`config.mk`:
```
export PLATFORM = sky130hd
export DESIGN_NAME = sgl_walker
export DESIGN_NICKNAME = d
export VERILOG_FILES = /design/src/rtl/sgl_pkg.sv /design/src/rtl/sgl_dp.sv /design/src/rtl/sgl_ctrl.sv /design/src/rtl/sgl_walker.sv
export SDC_FILE = /design/constraint.sdc
export NUM_CORES = 1
export LEC_CHECK = 0
export BUFFER_PORTS_ARGS = -buffer_cell sky130_fd_sc_hd__buf_2
export CAP_MARGIN = 10
export CORE_ASPECT_RATIO = 0.75
export CORE_MARGIN = 2
export CORE_UTILIZATION = 30
export DETAILED_ROUTE_END_ITERATION = 12
export GPL_ROUTABILITY_DRIVEN = 0
export SYNTH_ARGS = -nofsm -noshare
export SYNTH_HDL_FRONTEND = slang
export SYNTH_SLANG_ARGS = --single-unit
```
`constraint.sdc`:
```
create_clock -name clk -period 5.4 [get_ports clk]
set_clock_uncertainty 0.1 [all_clocks]
set_input_delay 0.54 -clock clk [delete_from_list [all_inputs] [get_ports clk]]
set_output_delay 0.54 -clock clk [all_outputs]
set_load 0.02 [all_outputs]
```
`src/rtl/sgl_pkg.sv`:
```
package sgl_pkg;

  localparam int WORD_W    = 32;
  localparam int LEN_W     = 28;
  localparam int BUF_ADR_W = 31;
  localparam int LAST_POS  = 31;

  typedef enum logic [2:0] {
    ST_IDLE,
    ST_REQ_LEN,
    ST_WAIT_LEN,
    ST_REQ_ADR,
    ST_WAIT_ADR,
    ST_EMIT
  } walkState_e;

  typedef struct packed {
    logic loadBase;
    logic capLen;
    logic capAdr;
    logic stepIdx;
    logic selAdrWord;
  } dpStrobe_t;

endpackage

```
`src/rtl/sgl_dp.sv`:
```
module sgl_dp
  import sgl_pkg::*;
#(
  parameter int ADDR_W      = 32,
  parameter int MAX_ENTRIES = 256
) (
  input  logic                 clk,
  input  logic                 rst_n,
  input  dpStrobe_t            strobe,
  input  logic [ADDR_W-1:0]    baseIn,
  input  logic [WORD_W-1:0]    rspData,
  output logic [ADDR_W-1:0]    reqAddr,
  output logic [LEN_W-1:0]     curLen,
  output logic [BUF_ADR_W-1:0] curAdr,
  output logic                 curLast,
  output logic                 atCap
);

  localparam int IDX_W       = (MAX_ENTRIES > 1) ? $clog2(MAX_ENTRIES) : 1;
  localparam int ENTRY_SHIFT = 3;
  localparam int WORD_OFS    = 4;

  logic [ADDR_W-1:0]    baseReg;
  logic [IDX_W-1:0]     entryIdx;
  logic [LEN_W-1:0]     lenReg;
  logic                 lastReg;
  logic [BUF_ADR_W-1:0] adrReg;
  logic [ADDR_W-1:0]    entryOfs;
  logic [ADDR_W-1:0]    wordOfs;

  always_ff @(posedge clk) begin
    if (!rst_n) begin
      baseReg  <= '0;
      entryIdx <= '0;
    end else if (strobe.loadBase) begin
      baseReg  <= baseIn;
      entryIdx <= '0;
    end else if (strobe.stepIdx) begin
      entryIdx <= entryIdx + 1'b1;
    end
  end

  always_ff @(posedge clk) begin
    if (!rst_n) begin
      lenReg  <= '0;
      lastReg <= 1'b0;
    end else if (strobe.capLen) begin
      lenReg  <= rspData[LEN_W-1:0];
      lastReg <= rspData[LAST_POS];
    end
  end

  always_ff @(posedge clk) begin
    if (!rst_n) begin
      adrReg <= '0;
    end else if (strobe.capAdr) begin
      adrReg <= rspData[BUF_ADR_W-1:0];
    end
  end

  always_comb begin
    entryOfs = ADDR_W'(entryIdx) << ENTRY_SHIFT;
    wordOfs  = strobe.selAdrWord ? ADDR_W'(WORD_OFS) : '0;
    reqAddr  = baseReg + entryOfs + wordOfs;
  end

  assign curLen  = lenReg;
  assign curAdr  = adrReg;
  assign curLast = lastReg;
  assign atCap   = (entryIdx == IDX_W'(MAX_ENTRIES - 1));

endmodule

```
`src/rtl/sgl_ctrl.sv`:
```
module sgl_ctrl
  import sgl_pkg::*;
(
  input  logic      clk,
  input  logic      rst_n,
  input  logic      start,
  input  logic      rspValid,
  input  logic      pairReady,
  input  logic      curLast,
  input  logic      atCap,
  output dpStrobe_t strobe,
  output logic      memReqValid,
  output logic      pairValid,
  output logic      busy,
  output logic      done,
  output logic      errCap
);

  walkState_e state, stateNext;
  logic       accept;
  logic       doneNext;
  logic       errNext;

  assign accept = (state == ST_EMIT) && pairReady;

  always_comb begin
    stateNext = state;
    strobe    = '0;
    doneNext  = 1'b0;
    errNext   = 1'b0;
    unique case (state)
      ST_IDLE: begin
        if (start) begin
          strobe.loadBase = 1'b1;
          stateNext       = ST_REQ_LEN;
        end
      end
      ST_REQ_LEN: stateNext = ST_WAIT_LEN;
      ST_WAIT_LEN: begin
        if (rspValid) begin
          strobe.capLen = 1'b1;
          stateNext     = ST_REQ_ADR;
        end
      end
      ST_REQ_ADR: begin
        strobe.selAdrWord = 1'b1;
        stateNext         = ST_WAIT_ADR;
      end
      ST_WAIT_ADR: begin
        if (rspValid) begin
          strobe.capAdr = 1'b1;
          stateNext     = ST_EMIT;
        end
      end
      ST_EMIT: begin
        if (accept) begin
          if (curLast) begin
            doneNext  = 1'b1;
            stateNext = ST_IDLE;
          end else if (atCap) begin
            errNext   = 1'b1;
            stateNext = ST_IDLE;
          end else begin
            strobe.stepIdx = 1'b1;
            stateNext      = ST_REQ_LEN;
          end
        end
      end
      default: stateNext = ST_IDLE;
    endcase
  end

  always_ff @(posedge clk) begin
    if (!rst_n) begin
      state  <= ST_IDLE;
      done   <= 1'b0;
      errCap <= 1'b0;
    end else begin
      state  <= stateNext;
      done   <= doneNext;
      errCap <= errNext;
    end
  end

  assign memReqValid = (state == ST_REQ_LEN) || (state == ST_REQ_ADR);
  assign pairValid   = (state == ST_EMIT);
  assign busy        = (state != ST_IDLE);

endmodule

```
`src/rtl/sgl_walker.sv`:
```
module sgl_walker
  import sgl_pkg::*;
#(
  parameter int ADDR_W      = 32,
  parameter int MAX_ENTRIES = 256
) (
  input  logic                 clk,
  input  logic                 rst_n,
  input  logic                 start,
  input  logic [ADDR_W-1:0]    baseAddr,
  output logic                 busy,
  output logic                 memReqValid,
  output logic [ADDR_W-1:0]    memReqAddr,
  input  logic                 memRspValid,
  input  logic [31:0]          memRspData,
  output logic                 pairValid,
  input  logic                 pairReady,
  output logic [30:0]          pairAddr,
  output logic [27:0]          pairLen,
  output logic                 pairLast,
  output logic                 done,
  output logic                 errCap
);

  dpStrobe_t strobe;
  logic      curLast;
  logic      atCap;

  sgl_ctrl u_ctrl (
    .clk         (clk),
    .rst_n       (rst_n),
    .start       (start),
    .rspValid    (memRspValid),
    .pairReady   (pairReady),
    .curLast     (curLast),
    .atCap       (atCap),
    .strobe      (strobe),
    .memReqValid (memReqValid),
    .pairValid   (pairValid),
    .busy        (busy),
    .done        (done),
    .errCap      (errCap)
  );

  sgl_dp #(
    .ADDR_W      (ADDR_W),
    .MAX_ENTRIES (MAX_ENTRIES)
  ) u_dp (
    .clk     (clk),
    .rst_n   (rst_n),
    .strobe  (strobe),
    .baseIn  (baseAddr),
    .rspData (memRspData),
    .reqAddr (memReqAddr),
    .curLen  (pairLen),
    .curAdr  (pairAddr),
    .curLast (curLast),
    .atCap   (atCap)
  );

  assign pairLast = curLast;

endmodule

```
==> results_dict.tcl, run 1 <==
set metrics [dict create \
    status "finished, final reports clean" \
    dpl.hpwl_mm 9.64 \
    drc 0 \
    worstSkewPairLatency_ns 0.35 \
    holdCritStartpoint "baseAddr[11]" \
    grt_pass1_vias 3973 \
    fp.dieW_um 152 \
    drv_slew 0 \
    start_util 0.306 \
    fp.dieH_um 115 \
    cts_buffer_depth 2 \
    cp-startpoint "u_ctrl.state[0]" \
    synth_ff_type "dfxtp_1" \
    synth_cells 593 \
    cts_tree "yes" \
    slew_headroom 0.407 \
    post-route-util 0.388 \
    firstDrtPassIters 4 \
    crit_slowest_cell "a31oi_2" \
    cts-buffers-inserted 9 \
    cts_setup_buffers 0 \
    grt_pass1_wl_mm 20.8 \
    cts-root-buf "clkbuf_16" \
    vias 4346 \
    period_minus_slack_ns 4.14 \
    worstPathRequired_ns 4.76 \
    path_class "reg -> out" \
    num_antenna_cells 0 \
    grt_max_degree 58 \
    grt_use_total 0.154 \
    critPathLaunchType "register" \
    synth_top_area_frac 0.429 \
    finalWirelength_mm 13.4 \
    io_buffers 165 \
    crit_buf_inv 3 \
    drt_iter0_markers 188 \
    ant_nets 0 \
    r2r-start "u_ctrl.state[2]" \
    cp_max_fo 10 \
    synth_common_cells "199 x nand2_1, 105 x dfxtp_1, 88 x a21boi_0" \
    cpPeakStageDelay_ns 0.57 \
    synthesis.area_sq_um 4900 \
    cts-hold-fix-buffers 0 \
    synth-seq-area-share 0.429 \
    leakage_nw 2.70 \
    finalCritPeriodShare 0.767 \
    ios 166 \
    rows 40 \
    cts_sinks 105 \
    synth_warnings 0 \
    peakVddDrop_uv 145 \
    timing.fmax_ghz 0.242 \
    syn_nets 673 \
    finalSetupTns_ns 0 \
    power_density_nw_per_um2 374 \
    via_per_inst 4.55 \
    drive_gt1_frac 0.262 \
    setup_viol_count_final 0 \
    syn_area_per_cell_sq_um 8.26 \
    h-tree-depth 3 \
    ys_ff_latch 105 \
    die_area_sq_um 17400 \
    finalHoldViolCount 0 \
    holdCritPathClass "in -> reg" \
    rsz0062_at_grt "no" \
    async_reset_ff_frac 0 \
    gr-total-overflow 0 \
    core_sq_um 16000 \
    cp.arrival_ns 3.50 \
    synth_most_common_cell "nand2_1" \
    crit_path_cell_trace "inv_1 -> nor2_1 -> and2_1 -> ha_1 -> inv_1 -> fa_1 -> nor2b_1 -> o2111ai_1 -> a31oi_2 -> o2111ai_1 -> xnor2_1 -> buf_2" \
    yosys.area.top_type "dfxtp_1" \
    clk_pin_slew_ns 0.07 \
    final_nets 821 \
    antenna_found_initial 0 \
    endpoint_kind "primary output" \
    worstMarginPinSlew_ns 0.890 \
    drv_cap 0 \
    synth-edff-count 0 \
    wire_per_inst_um 14.0 \
    ctsResizeCount 0 \
    ys_top_cells_by_area "dfxtp_1 43%, nand2_1 15%, a21boi_0 13%" \
    critical_path.top_delay_family "compound AO/OA/AOI/OAI gates" \
    synth_cell_types 45 \
    syn2layout_area_growth_pct 26.9 \
]
[metal layers]
layer	global-route usage	up-vias	part of all wire
li1	-	2267	-
met1	0.229	1957	0.52
met2	0.216	112	0.40
met3	0.0450	10	0.069
met4	0.0407	0	0.011
met5	0	-	0
[through the flow]
| stage | hold WS, ns | power, mW | worst slack [ns] | cell area, sq um | instances |
|---|---|---|---|---|---|
| after floorplan | 0.344 | 1.39 | 1.89 | 4900 | 593 |
| after global placement | 0.343 | 1.59 | 1.74 | 5880 | 940 |
| after detailed placement | 0.345 | 1.59 | 1.67 | 5880 | 940 |
| after CTS | 0.317 | 2.36 | 1.26 | 6220 | 955 |
| after global routing | 0.329 | 2.47 | 0.948 | 6220 | 955 |
| final | 0.333 | 2.32 | 1.26 | 6220 | 955 |
[layout by cell type (no fill, tap or decap), types with 2 or more instances in the layout]
cell type  count
a21oi_1        3
nand3_1        8
xnor2_1       22
and4_1         4
nand2_1      199
o211ai_1       7
nand4b_1       2
o21ai_0        4
a21boi_1       4
o21a_1         2
and2_1         6
inv_1          9
a21boi_0      88
nor2_1        25
nand2b_1       3
nor3b_1        2
o2111ai_1      3
nand4_1        3
nor3_2         2
clkbuf_16      9
ha_1          10
buf_2        165
bufinv_16      3
xor2_1        13
a211oi_1       2
nor2b_1        4
nor3_1         4
dfxtp_1      105
and3_1         8
buf_4          8
[worst paths after layout]
kind	end	slack (ns)	cells past startpoint
max	memReqAddr[26]	1.26	12
min	u_dp.baseReg[11]	0.33	3
max reg2reg	u_dp.baseReg[18]	3.36	5
min reg2reg	u_dp.curAdr[24]	0.35	2
[tightest hold or removal path: stages]
cell and delay, ns:
buf_2 0.10, nand2_1 0.05, a21boi_1 0.05
[layout make-up]
class,instances,area [sq um]
flip-flops and latches,105,2100
clock inverters,6,115
clock buffers,9,225
repair buffers,173,886
fillers,1707,9800
well taps,210,263
inverters,9,33.8
multi-input cells,443,2590
[report_power, final]
part	switching (mW)	internal (mW)	total (mW)	leakage, nW
Combinational	0.400	0.215	0.615	1.68
Clock	0.302	0.455	0.757	0.168
Sequential	0.0875	0.863	0.950	0.852
Total	0.790	1.53	2.32	2.70
[cells by family after synthesis]
group,count (synthesis),share of synthesized area
mux,1,0.00204
buf+inv,45,0.0419
xor+xnor,35,0.0626
simple gates,274,0.245
fa+ha+maj,11,0.0296
flops,105,0.429
compound gates,122,0.190
[state kept, by name, indices dropped and copies added (netlist names)]
name / count
u_ctrl.done: 1
u_ctrl.errCap: 1
u_ctrl.state: 3
u_dp.baseReg: 32
u_dp.curAdr: 31
u_dp.curLast: 1
u_dp.curLen: 28
u_dp.entryIdx: 8
(Power assumes the default switching activity.)
==> run 2, diff against run 1 <==
clock period = 3.8 ns   (was 5.4 ns; I/O delays follow)
==> results_dict.tcl, run 2 (synthesis gave the netlist of run 1 again) <==
set metrics [dict create \
    power_density_nw_per_um2 521 \
    grt_pass1_vias 4083 \
    endpoint_kind "primary output" \
    final_nets 823 \
    worstPathRequired_ns 3.32 \
    drc 0 \
    peakVddDrop_uv 200 \
    cp_max_fo 10 \
    p_switching_mw 1.13 \
    r2r_end "u_dp.baseReg[18]" \
    pwr-share-seq 0.417 \
    vias 4399 \
    gr-total-overflow 0 \
    cts_tree "yes" \
    largest_reg_flops 32 \
    drv_cap 0 \
    register_area_sq_um 2100 \
    start_util 0.306 \
    slew_headroom 0.302 \
    ios 166 \
    setup_viol_count_final 0 \
    p_comb_frac 0.271 \
    status "finished, final reports clean" \
    grt_pass1_wl_mm 21.3 \
    cts-hold-fix-buffers 0 \
    multi_input_area_sq_um 2610 \
    top_register "u_dp.baseReg" \
    finalCritPeriodShare 0.943 \
    mostFrequentLayoutCells "199 x nand2_1, 165 x buf_2, 104 x dfxtp_1" \
    worstSkewPairLatency_ns 0.35 \
    fp.dieH_um 115 \
    core_sq_um 16000 \
    firstDrtPassIters 4 \
    cts-root-buf "clkbuf_16" \
    crit_top_cell "inv_1" \
    fillers 1688 \
    wire_per_inst_um 14.3 \
    rows 40 \
    drv_slew 0 \
    final_common_cell "nand2_1" \
    min_to "u_dp.curAdr[24]" \
    rr_worst_depth 5 \
    fp.dieW_um 152 \
    die_area_sq_um 17400 \
    grt_use_total 0.159 \
    drt_iter0_markers 202 \
    p_int_mw 2.12 \
    leakage_nw 2.70 \
    io_buffers 165 \
    cts_buffer_depth 2 \
    via_per_inst 4.59 \
    hold_depth 3 \
    fin_cells 958 \
    fin_hold_ws_ns 0.165 \
    holdCritStartpoint "memRspData[24]" \
    crit_slowest_cell "dfxtp_2" \
    num_antenna_cells 0 \
    holdCritPathClass "in -> reg" \
    cp.arrival_ns 3.10 \
    cts-buffers-inserted 9 \
    cpPeakStageDelay_ns 0.43 \
    dp.cells 941 \
    ant_nets 0 \
    path_class "reg -> out" \
    grt_max_degree 51 \
    period_minus_slack_ns 3.58 \
    finalSetupTns_ns 0 \
    finalHoldViolCount 0 \
    r2r-start "u_ctrl.state[2]" \
    h-tree-depth 3 \
    syn2layout_area_growth_pct 27.4 \
    sw_frac_of_total 0.349 \
    drive_gt1_frac 0.267 \
    r2r_slack_ns 1.42 \
    crit_path_cell_trace "inv_1 -> nor2_1 -> and2_1 -> ha_1 -> inv_1 -> fa_1 -> nor2b_2 -> o2111ai_2 -> a31oi_4 -> buf_12 -> o2111ai_1 -> xnor2_1 -> buf_2" \
    finalWirelength_mm 13.7 \
    critPathLaunchType "register" \
    worstMarginPinSlew_ns 1.04 \
    clk_pin_slew_ns 0.08 \
    dpl.hpwl_mm 9.94 \
    clkPwrFrac 0.312 \
    rsz0062_at_grt "no" \
    antenna_found_initial 1 \
    timing.fmax_ghz 0.279 \
    cts_sinks 105 \
]
-- run 2: how the worst max path moves through the flow --
stage	to	startpoint	slack, ns
2_1_floorplan	memReqAddr[26]	u_ctrl.state[0]	0.45
3_3_place_gp	memReqAddr[26]	u_ctrl.state[0]	0.31
3_5_place_dp	memReqAddr[26]	u_ctrl.state[0]	0.19
4_1_cts	memReqAddr[26]	u_ctrl.state[0]	0.02
5_1_grt	memReqAddr[28]	u_ctrl.state[0]	0.01
6_report	memReqAddr[26]	u_ctrl.state[0]	0.22
-- run 2: metal layers --
layer  up-vias  track usage  wire (um)
met2       118        0.230       5630
li1       2264            -          -
met3        16       0.0546       1040
met1      1999        0.225       6870
met5         -            0         16
met4         2       0.0389        164
-- run 2: through the flow --
step                      setup WS (ns)  utilization  power, mW  cell area, sq um
after global placement            0.313        0.367       2.26              5880
after global routing             0.0102        0.390       3.45              6240
final                             0.217        0.390       3.25              6240
after floorplan                   0.447            -       1.97              4900
after CTS                        0.0159        0.389       3.30              6230
after detailed placement          0.188        0.367       2.27              5880
-- run 2: power groups by stage --
stage / combinational [mW] / sequential, mW / clock [mW]
floorplan: 0.590 / 1.38 / 0
global placement: 0.891 / 1.37 / 0
detailed placement: 0.897 / 1.38 / 0
CTS: 0.898 / 1.35 / 1.05
global route: 0.984 / 1.37 / 1.09
finish: 0.882 / 1.35 / 1.01
-- run 2: final cells by class --
cell class,count,area share
multi-input cells,443,0.418
clock inverters,6,0.0144
well taps,210,0.0421
clock buffers,10,0.0367
repair buffers,175,0.146
flip-flops and latches,105,0.337
inverters,9,0.00541
-- run 2: worst max-delay path, delay by kind of cell (launching register included) --
family,cells,cell delay (ns)
adder cells (fa/ha/maj),2,0.63
buffers and inverters,4,0.53
AO/OA/AOI/OAI,3,0.51
AND/OR/NAND/NOR,3,0.47
flip-flops,1,0.43
XOR/XNOR,1,0.19
-- run 2: timing repair --
item | CTS | global route
pin swaps | 1 | 0
setup buffers | 1 | 0
resized for setup | 1 | 3
setup endpoints to repair | 10 | 10
==> run 3, diff against run 2 <==
SYNTH_HIERARCHICAL = 1   (was default)
==> results_dict.tcl, run 3 <==
set metrics [dict create \
    worst_slack_ns 0.266 \
    synthesis.area_sq_um 4970 \
    place_ws_ns 0.640 \
    power_mw 2.54 \
    die_area_sq_um 17600 \
    cp.arrival_ns 3.05 \
    h-tree-depth 3 \
    slew_headroom 0.301 \
    cp_max_fo 10 \
    fp.dieW_um 153 \
    finalSetupTns_ns 0 \
    ctsResizeCount 0 \
    dpl.hpwl_mm 9.53 \
    syn_nets 576 \
    drt_iter0_markers 200 \
    async_reset_ff_frac 0 \
    syn2layout_area_growth_pct 26.3 \
    drc 0 \
    fp.dieH_um 116 \
    firstDrtPassIters 4 \
    status "finished, final reports clean" \
    synth-edff-count 0 \
    finalWirelength_mm 12.8 \
    yosys.area.top_type "dfxtp_1" \
    critPathLaunchType "register" \
    cts_sinks 105 \
    cts-hold-fix-buffers 0 \
    ys_ff_latch 105 \
    drv_cap 0 \
    ant_nets 0 \
    finalHoldViolCount 0 \
    core_sq_um 16100 \
    syn_area_per_cell_sq_um 10.0 \
    synth_warnings 6 \
    place_area_sq_um 5980 \
    synth-seq-area-share 0.423 \
    grt_pass1_wl_mm 19.7 \
    final_nets 729 \
    timing.fmax_ghz 0.283 \
    synth_cell_types 46 \
    ios 166 \
    post-route-util 0.390 \
    drv_slew 0 \
    grt_pass1_vias 3854 \
    mostFrequentLayoutCells "165 x buf_2, 105 x dfxtp_1, 95 x mux2i_1" \
    ys_top_cells_by_area "dfxtp_1 42%, mux2i_1 19%, nor2b_1 12%" \
    fin_area_sq_um 6280 \
    drive_gt1_frac 0.309 \
    synth_ff_type "dfxtp_1" \
    power_density_nw_per_um2 404 \
    via_per_inst 4.59 \
    wire_per_inst_um 14.8 \
    cts_setup_buffers 0 \
    top_register "u_dp/baseReg" \
    peakVddDrop_uv 182 \
    setup_viol_count_final 0 \
    cts-buffers-inserted 9 \
    num_antenna_cells 0 \
    worstSkewPairLatency_ns 0.35 \
    synth_cells 496 \
    rsz0062_at_grt "no" \
    leakage_nw 2.64 \
    cts_tree "yes" \
    start_util 0.309 \
    synth_top_area_frac 0.423 \
    path_class "reg -> out" \
    endpoint_kind "primary output" \
    grt_max_degree 55 \
    final_common_cell "buf_2" \
    antenna_found_initial 0 \
    grt_use_total 0.140 \
    worstMarginPinSlew_ns 1.05 \
    gr-total-overflow 0 \
    synth_most_common_cell "dfxtp_1" \
    period_minus_slack_ns 3.53 \
    synth_common_cells "105 x dfxtp_1, 95 x mux2i_1, 94 x nor2b_1" \
    worstPathRequired_ns 3.32 \
    clk_pin_slew_ns 0.07 \
    holdCritPathClass "in -> reg" \
    vias 3962 \
    cts_buffer_depth 2 \
    largest_reg_flops 32 \
    cts-root-buf "clkbuf_16" \
    rows 40 \
    finalCritPeriodShare 0.930 \
    io_buffers 165 \
]
run 3: cell types whose count changed after synthesis, sizes merged, moves of 5 or more:
cell / change
and2: -5
clkbuf: -5
xnor2: -10
o211ai: -6
a21oi: +7
a21boi: -92
nand4: +6
buf: -5
nand2: -183
o21ai: +6
mux2i: +94
nor2b: +91
run 3: routing by layer:
| layer | GRT usage | vias up | wire, um | part of all wire |
|---|---|---|---|---|
| met4 | 0.0451 | 0 | 157 | 0.012 |
| met3 | 0.0359 | 12 | 596 | 0.046 |
| met2 | 0.225 | 98 | 5960 | 0.46 |
| li1 | - | 1980 | - | - |
| met5 | 0 | - | 0 | 0 |
| met1 | 0.187 | 1872 | 6110 | 0.48 |
run 3: per-stage QoR:
step	hold slack, ns	instances
floorplan	0.370	496
global placement	0.390	848
detailed placement	0.397	848
CTS	0.167	864
global route	0.184	864
finish	0.182	864
run 3: kinds of logic (layout without fill, tap and decap cells):
logic type      count (synthesis)  in the layout  synth area share
compound gates                 35             35            0.0533
buf+inv                        35            193            0.0302
xor+xnor                       29             29            0.0511
mux                            95             95             0.191
flops                         105            105             0.423
simple gates                  186            186             0.223
fa+ha+maj                      11             11            0.0292
run 3: final timing paths:
kind	slack (ns)	startpoint	end	depth (start not counted)
worst max register to register	1.41	u_ctrl/state[0]	u_dp/entryIdx[3]	5
worst min-delay path	0.18	baseAddr[12]	u_dp/baseReg[12]	3
worst max-delay path	0.27	u_ctrl/state[0]	memReqAddr[10]	10
worst min register to register	0.41	u_dp/curAdr[4]	u_dp/curAdr[4]	2
run 3: final cells by class:
cell class                      count  area [sq um]
Multi-Input combinational cell    356          2740
Clock buffer                       10           229
Inverter                            9          33.8
Fill cell                        1626          9830
Tap cell                          210           263
Clock inverter                      6          72.6
Timing Repair Buffer              168           848
Sequential cell                   105          2100
run 3: where the power goes:
group          total [mW]  leakage [nW]  internal (mW)  switching, mW
Combinational       0.383          1.65          0.169          0.214
Sequential           1.20         0.852           1.15         0.0474
Clock               0.959         0.144          0.520          0.439
Total                2.54          2.64           1.84          0.701
run 3: critical path: stages, from the launching register on:
cell	delay (ns)
dfxtp_1	0.52
and3b_1	0.25
ha_1	0.21
inv_1	0.07
fa_1	0.39
nand2b_1	0.19
a21oi_4	0.26
a31oi_1	0.12
or3_1	0.39
xnor2_1	0.13
buf_2	0.18
